File: config.mk
export PLATFORM = sky130hd
export DESIGN_NAME = sleep_wake_timer
export DESIGN_NICKNAME = d
export VERILOG_FILES = /design/src/rtl/wkt_pkg.sv /design/src/rtl/wkt_arm_sync.sv /design/src/rtl/wkt_sec_div.sv /design/src/rtl/wkt_sec_count.sv /design/src/rtl/sleep_wake_timer.sv
export SDC_FILE = /design/constraint.sdc
export NUM_CORES = 1
export LEC_CHECK = 0
export ABC_AREA = 1
export ABC_CLOCK_PERIOD_IN_PS = 1500
export BUFFER_PORTS_ARGS = -buffer_cell sky130_fd_sc_hd__buf_4
export CAP_MARGIN = 40
export CORE_MARGIN = 1
export CORE_UTILIZATION = 40
export CTS_CLUSTER_DIAMETER = 60
export DETAILED_ROUTE_END_ITERATION = 12
export PLACE_DENSITY = 0.7
export SLEW_MARGIN = 5
export SYNTH_ARGS = -nofsm -noshare
export SYNTH_HDL_FRONTEND = slang
export SYNTH_SLANG_ARGS = --single-unit
File: constraint.sdc
create_clock -name clk -period 1.5 [get_ports clk]
set_input_delay 0.15 -clock clk [delete_from_list [all_inputs] [get_ports clk]]
set_output_delay 0.15 -clock clk [all_outputs]
set_load 0.01 [all_outputs]
File: src/rtl/wkt_pkg.sv
package wkt_pkg;
  localparam int DUR_W = 8;
  typedef logic [DUR_W-1:0] dur_t;
endpackage

File: src/rtl/wkt_arm_sync.sv
module wkt_arm_sync #(
  parameter int STAGES = 2
) (
  input  logic clk,
  input  logic rst,
  input  logic arm_set,
  output logic arm_load,
  output logic armed
);
  logic [STAGES-1:0] pipe_q;
  logic              armed_q;

  generate
    if (STAGES == 1) begin : g_one
      always_ff @(posedge clk) begin
        if (rst) pipe_q <= '0;
        else     pipe_q <= arm_set;
      end
    end else begin : g_many
      always_ff @(posedge clk) begin
        if (rst) pipe_q <= '0;
        else     pipe_q <= {pipe_q[STAGES-2:0], arm_set};
      end
    end
  endgenerate

  always_ff @(posedge clk) begin
    if (rst) armed_q <= 1'b0;
    else if (pipe_q[STAGES-1]) armed_q <= 1'b1;
  end

  assign arm_load = pipe_q[STAGES-1];
  assign armed    = armed_q;
endmodule

File: src/rtl/wkt_sec_div.sv
module wkt_sec_div #(
  parameter int DIV_BITS = 15
) (
  input  logic clk,
  input  logic rst,
  input  logic run,
  input  logic restart,
  output logic tick
);
  localparam logic [DIV_BITS-1:0] DIV_LAST = '1;
  logic [DIV_BITS-1:0] div_q;

  always_ff @(posedge clk) begin
    if (rst || restart || !run) div_q <= '0;
    else                        div_q <= div_q + 1'b1;
  end

  assign tick = run && (div_q == DIV_LAST);
endmodule

File: src/rtl/wkt_sec_count.sv
module wkt_sec_count
  import wkt_pkg::*;
(
  input  logic clk,
  input  logic rst,
  input  logic load,
  input  dur_t load_val,
  input  logic tick,
  output logic expire
);
  dur_t cnt_q;

  always_ff @(posedge clk) begin
    if (rst)                         cnt_q <= '0;
    else if (load)                   cnt_q <= load_val;
    else if (tick && cnt_q != '0)    cnt_q <= cnt_q - 1'b1;
  end

  assign expire = tick && (cnt_q == '0);
endmodule

File: src/rtl/sleep_wake_timer.sv
module sleep_wake_timer
  import wkt_pkg::*;
#(
  parameter int DIV_BITS   = 15,
  parameter int ARM_STAGES = 2
) (
  input  logic       clk,
  input  logic       rst,
  input  logic       dur_we,
  input  logic [7:0] dur_wdata,
  input  logic       arm_set,
  input  logic       sleep_req,
  input  logic       lcd_req,
  input  logic       ext_wake,
  output logic       wake,
  output logic       cpu_hold,
  output logic       tmr_flag
);
  dur_t dur_q = '0;
  logic req, start, armed, arm_load, tick, expire, cnt_load;
  logic running_q, wake_q, hold_q, flag_q;

  assign req   = sleep_req | lcd_req;
  assign start = req & armed;

  // retained interval register: deliberately outside the block reset
  always_ff @(posedge clk) begin
    if (dur_we) dur_q <= dur_wdata;
  end

  wkt_arm_sync #(.STAGES(ARM_STAGES)) u_arm (
    .clk(clk), .rst(rst), .arm_set(arm_set),
    .arm_load(arm_load), .armed(armed)
  );

  wkt_sec_div #(.DIV_BITS(DIV_BITS)) u_div (
    .clk(clk), .rst(rst), .run(running_q), .restart(start), .tick(tick)
  );

  assign cnt_load = start | (arm_load & ~running_q);

  wkt_sec_count u_cnt (
    .clk(clk), .rst(rst), .load(cnt_load), .load_val(dur_q),
    .tick(tick), .expire(expire)
  );

  always_ff @(posedge clk) begin
    if (rst) begin
      running_q <= 1'b0;
      wake_q    <= 1'b1;
      flag_q    <= 1'b0;
      hold_q    <= 1'b0;
    end else if (req) begin
      running_q <= armed;
      wake_q    <= 1'b0;
      flag_q    <= 1'b0;
      hold_q    <= 1'b1;
    end else begin
      if (expire || (ext_wake && !wake_q)) running_q <= 1'b0;
      if (expire || ext_wake)              wake_q    <= 1'b1;
      if (expire)                          flag_q    <= 1'b1;
      hold_q <= ~wake_q;
    end
  end

  assign wake     = wake_q;
  assign cpu_hold = hold_q;
  assign tmr_flag = flag_q;
endmodule

* Word level (Yosys, flattened, before mapping)
Cells that the tools add are included.
** Word-level totals
- Bits in registers :: 38
- Output and inout port bits :: 3
- Logic and storage cells :: 41
** Operators by class
- Add/sub/neg operators :: 2
- Equality and inequality tests :: 1
- Muxes and demuxes :: 7
- Bitwise operators :: 6
- Reduce and logical (&&, ||, !) cells :: 16
** Operators with widths (number)
- 2-to-1 mux 8 bit :: 2
- adder 15 x 1 -> 15 bit, second input constant :: 1
- == test 15 bit, second input constant :: 1
- logical NOT 8 bit :: 1
- nonzero test 8 bit :: 1
- subtractor 8 x 1 -> 8 bit, second input constant :: 1
- nonzero test 2 bit :: 3
- 2-to-1 mux 1 bit :: 5
- logical AND 1 bit :: 4
- logical OR 1 bit :: 4
- AND 1 bit :: 2
- logical NOT 1 bit :: 2
- inverter 1 bit :: 2
- OR 1 bit :: 2
- OR reduction 2 bit :: 1

* Logic depth before layout (Yosys ltp)
- Word-level depth :: 6
- Gate-level depth with buffers :: 10

* Modules after synthesis
Synthesis repeated with hierarchy kept, for this count alone.
** Unflattened totals
- Cell total of the unflattened synthesis :: 252
- Area total of the unflattened synthesis :: 1839.3 µm²
** By module, submodules not included
- wkt_sec_div :: instances 1, cells each 113, area an instance 742.0 µm², sequential area each 300.3 µm²
- wkt_sec_count :: instances 1, cells each 101, area an instance 601.8 µm², sequential area each 160.2 µm²
- sleep_wake_timer :: instances 1, cells each 29, area an instance 412.9 µm², sequential area each 320.3 µm²
- wkt_arm_sync :: instances 1, cells each 9, area an instance 82.6 µm², sequential area each 60.1 µm²

* Worst setup path before layout
OpenSTA, ideal clock, no wires.
- Kind :: reg2reg
- Start :: reg u_div.div_q[0]
- End :: reg u_cnt.cnt_q[2]
- Data arrival time :: 1.341 ns
- Required time :: 1.385 ns
- Path slack :: 0.044 ns
- Stages on the path, launching flop included :: 10
- Path through :: dfxtp_1 -> ha_1 -> nand2_1 -> nor2_2 -> nand2_4 -> nor2_8 -> nand3_2 -> buf_6 -> a21oi_1 -> nor2_1
** Between the ends
- Longest elaborated chain between the ends :: 4
** Ends and longest elaborated chain
- start, declared :: line wkt_sec_div.sv:11 : logic [DIV_BITS-1:0] div_q;
- start signal, assigned :: line wkt_sec_div.sv:15 : else div_q <= div_q + 1'b1;
- == test 15 bit :: line wkt_sec_div.sv:18 : assign tick = run && (div_q == DIV_LAST);
- logical AND 1 bit :: line wkt_sec_div.sv:18
- logical AND 1 bit :: line wkt_sec_count.sv:16 : else if (tick && cnt_q != '0) cnt_q <= cnt_q - 1'b1;
- nonzero test 2 bit (no line)
- end signal, assigned :: line wkt_sec_count.sv:15 : else if (load) cnt_q <= load_val;
- end signal, assigned :: line wkt_sec_count.sv:16
- end, declared :: line wkt_sec_count.sv:11 : dur_t cnt_q;
Every way passes these cells.
A chain may end at the register's enable or synchronous reset.

* Worst setup path in the final report
- Start :: reg u_div.div_q[0]
- End :: reg u_cnt.cnt_q[4]
The elaborated chain is that of the path after synthesis.

==> results.md <==
- Most frequent cells in the layout: nand2_1 (47), nor2_1 (40), inv_1 (31), buf_4 (30), dfxtp_1 (28)
- Post-route DRC: 0
- Sink Count: 38
- Final setup skew: 0.00940 ns
- Total Nets Final: 285
- Cell family with most CP delay: simple AND/OR/NAND/NOR gates
- Die area: 4710 um2
- Library cells used by synthesis: 28
- Final hold violations: 0
- GRT overflow: 0
- Switching Power: 0.570 mW
- CTS buffer count: 5
- Most common cell after layout, fill and taps aside: nand2_1
- Minimum clock period: 1.45 ns
- Crit. End Element: flip-flop
- Outcome: finished, final reports clean
- Antenna Cells: 0
- WP data required: 1.69 ns
- Leak: 1.01 nW
- Syn Area/Cell: 7.61 um2
- Slew Viols, Final: 0
- Num rows: 23
- Routability cong.: 0.875
- Sequential fraction of design power: 44.6%
- Die Span X: 68.6 um
- HPWL Detailed: 2300 um
- HP Class: input pin to flip-flop
- Place WS: 0.00346 ns
- Measured slew at the worst slew-check pin: 0.312 ns
- Buf/Inv on CP: 1
- Postcts setup bufs: 0
- Vias per inst: 4.70
- DRT Wirelength: 3260 um
- Gate power share: 12.7%
- DRT iter0 DRCs: 124
- Port Buffer Count: 17
- Starting density of the core: 43.1%
- GRT Util Overall: 15.2%
- Worst-path clk slew: 0.07 ns
- Syn-to-layout area delta: 25.9%
- CTS Buffer Depth: 2
- Sequential fraction of the synthesis area: 47.4%
- Max cap viols: 0
- Vias in the first global route: 1,228
- Worst setup margin: 0.0523 ns
- TritonCTS clock tree: built
- Worst slew margin: 79.1%
- DRT Pass-1 Iters: 4
- Worst path cell trace: ha_4, nand2_2, nor2_4, nand2_4, nor2_8, nand3_4, buf_6, a21oi_1, nor2_1
- Initial antenna violation count: 0
- Antenna-violating nets left: 0
- Critical path data arrival time: 1.64 ns
- I/O Pins: 18
- Layout cells sized above 1: 20.9%
- Synth Register Bits: 38
- Tcrit/Tclk final: 96.5%
- Internal power: 1.94 mW
- Skew-Pair Late Insertion Delay: 0.29 ns
- Cells after Synth: 233
- Fmax: 0.691 GHz
- Via count: 1,496
- First-pass GRT wire length: 5180 um
- Core ar.: 4120 um2
- Synth warn: 0
- H-tree levels: 2
- Avg WL per Cell: 10.3 um
- Worst path slowest cell: dfxtp_4
- Final Core Density: 54.3%
- Peak supply drop: 0.000546 V
- Crit Path Class: flip-flop to flip-flop
- Pin count of the biggest net entering global routing: 13
- Setup crit start kind: flip-flop
- CP max FO: 5
- Clk network pwr share: 42.8%
- Synthesized cell area: 1770 um2
- Clock root cell: clkbuf_8
- Sw Share: 22.7%
- CP peak stage delay: 0.37 ns
- Power density cells: 1120 nW/um2
- Setup violations, final: 0
- Syn_nets: 251
- Die Ht: 68.6 um
cell usage after synthesis:
cell type | n | area share [%]
buf_4 | 2 | 0.85
nor3b_1 | 1 | 0.42
o21a_1 | 1 | 0.42
or2_2 | 1 | 0.35
nand2_1 | 49 | 10
nand2_4 | 1 | 0.63
nand2_2 | 1 | 0.35
nor3_1 | 4 | 1.1
ha_1 | 3 | 2.1
nand4_1 | 3 | 1.1
o21ai_0 | 11 | 3.1
nor2_1 | 40 | 8.5
nor2_8 | 1 | 1.1
dfxtp_1 | 30 | 34
nor2_4 | 1 | 0.63
nor2_2 | 1 | 0.35
nand3_1 | 17 | 4.8
nand3_2 | 4 | 2.3
edfxtp_1 | 8 | 14
buf_2 | 1 | 0.28
a21oi_1 | 15 | 4.2
clkinv_1 | 1 | 0.21
xnor2_1 | 1 | 0.49
buf_6 | 1 | 0.63
xor2_1 | 2 | 0.99
inv_1 | 31 | 6.6
nand3b_1 | 1 | 0.42
nor4_1 | 1 | 0.35
power by group through the flow:
stage | Sequential, mW | Clock (mW) | Combinational [mW]
finish | 1.12 | 1.07 | 0.318
global route | 1.12 | 1.14 | 0.363
detailed placement | 1.14 | 0 | 0.309
floorplan | 1.14 | 0 | 0.214
CTS | 1.12 | 1.10 | 0.310
global placement | 1.14 | 0 | 0.306
final timing paths:
| check | startpoint | endpoint | slack (ns) | depth (start not counted) |
|---|---|---|---|---|
| max | u_div.div_q[0] | u_cnt.cnt_q[4] | 0.05 | 9 |
| min | dur_wdata[4] | dur_q[4] | 0.03 | 1 |
| max reg2reg | u_div.div_q[0] | u_cnt.cnt_q[4] | 0.05 | 9 |
| min reg2reg | u_arm.pipe_q[0] | u_arm.pipe_q[1] | 0.41 | 2 |
flip-flops by register name, summed over array words and instances (netlist names):
| signal | flops |
|---|---|
| u_cnt.cnt_q | 8 |
| u_div.div_q | 15 |
| running_q | 1 |
| wake | 1 |
| dur_q | 8 |
| u_arm.pipe_q | 2 |
| cpu_hold | 1 |
| u_arm.armed | 1 |
| tmr_flag | 1 |
kinds of logic (layout without fill, tap and decap cells):
| kind of cell | count (synthesis) | after routing | synth area share (%) |
|---|---|---|---|
| AND/OR/NAND/NOR | 126 | 126 | 32.7 |
| flip-flops | 38 | 38 | 47.4 |
| buffers and inverters | 36 | 71 | 8.53 |
| AO/OA/AOI/OAI | 27 | 27 | 7.76 |
| adder cells (fa/ha/maj) | 3 | 3 | 2.12 |
| XOR/XNOR | 3 | 3 | 1.48 |
final cells by class:
class                           instances  area, um2
Fill cell                             383       1880
Sequential cell                        38        846
Multi-Input combinational cell        159        826
Timing Repair Buffer                   31        236
Inverter                               32        120
Clock buffer                            6       82.6
Tap cell                               50       62.6
Clock inverter                          2       60.1
per-stage QoR:
| stage | hold slack (ns) | power (mW) | TNS (ns) | cell area [um2] | instances |
|---|---|---|---|---|---|
| floorplan | 0.219 | 1.35 | 0 | 1770 | 233 |
| global placement | 0.329 | 1.45 | 0 | 2030 | 309 |
| detailed placement | 0.329 | 1.45 | 0 | 2030 | 309 |
| CTS | 0.0208 | 2.52 | 0 | 2170 | 317 |
| global route | 0.0151 | 2.63 | -0.0933 | 2230 | 318 |
| finish | 0.0302 | 2.51 | 0 | 2230 | 318 |
layer usage:
metal | vias to the layer above | GRT usage [%] | share of wire (%)
met5 | - | 0 | 0
met4 | 0 | 7.03 | 1.8
met3 | 7 | 5.10 | 4.3
met2 | 26 | 23.4 | 44
met1 | 653 | 19.0 | 49
li1 | 810 | - | -
what timing repair did:
action | 4_1_cts | 5_1_grt
hold buffers | 0 | 0
resized for setup | 0 | 14
setup endpoints to repair | 0 | 11
(Power assumes the default switching activity.)
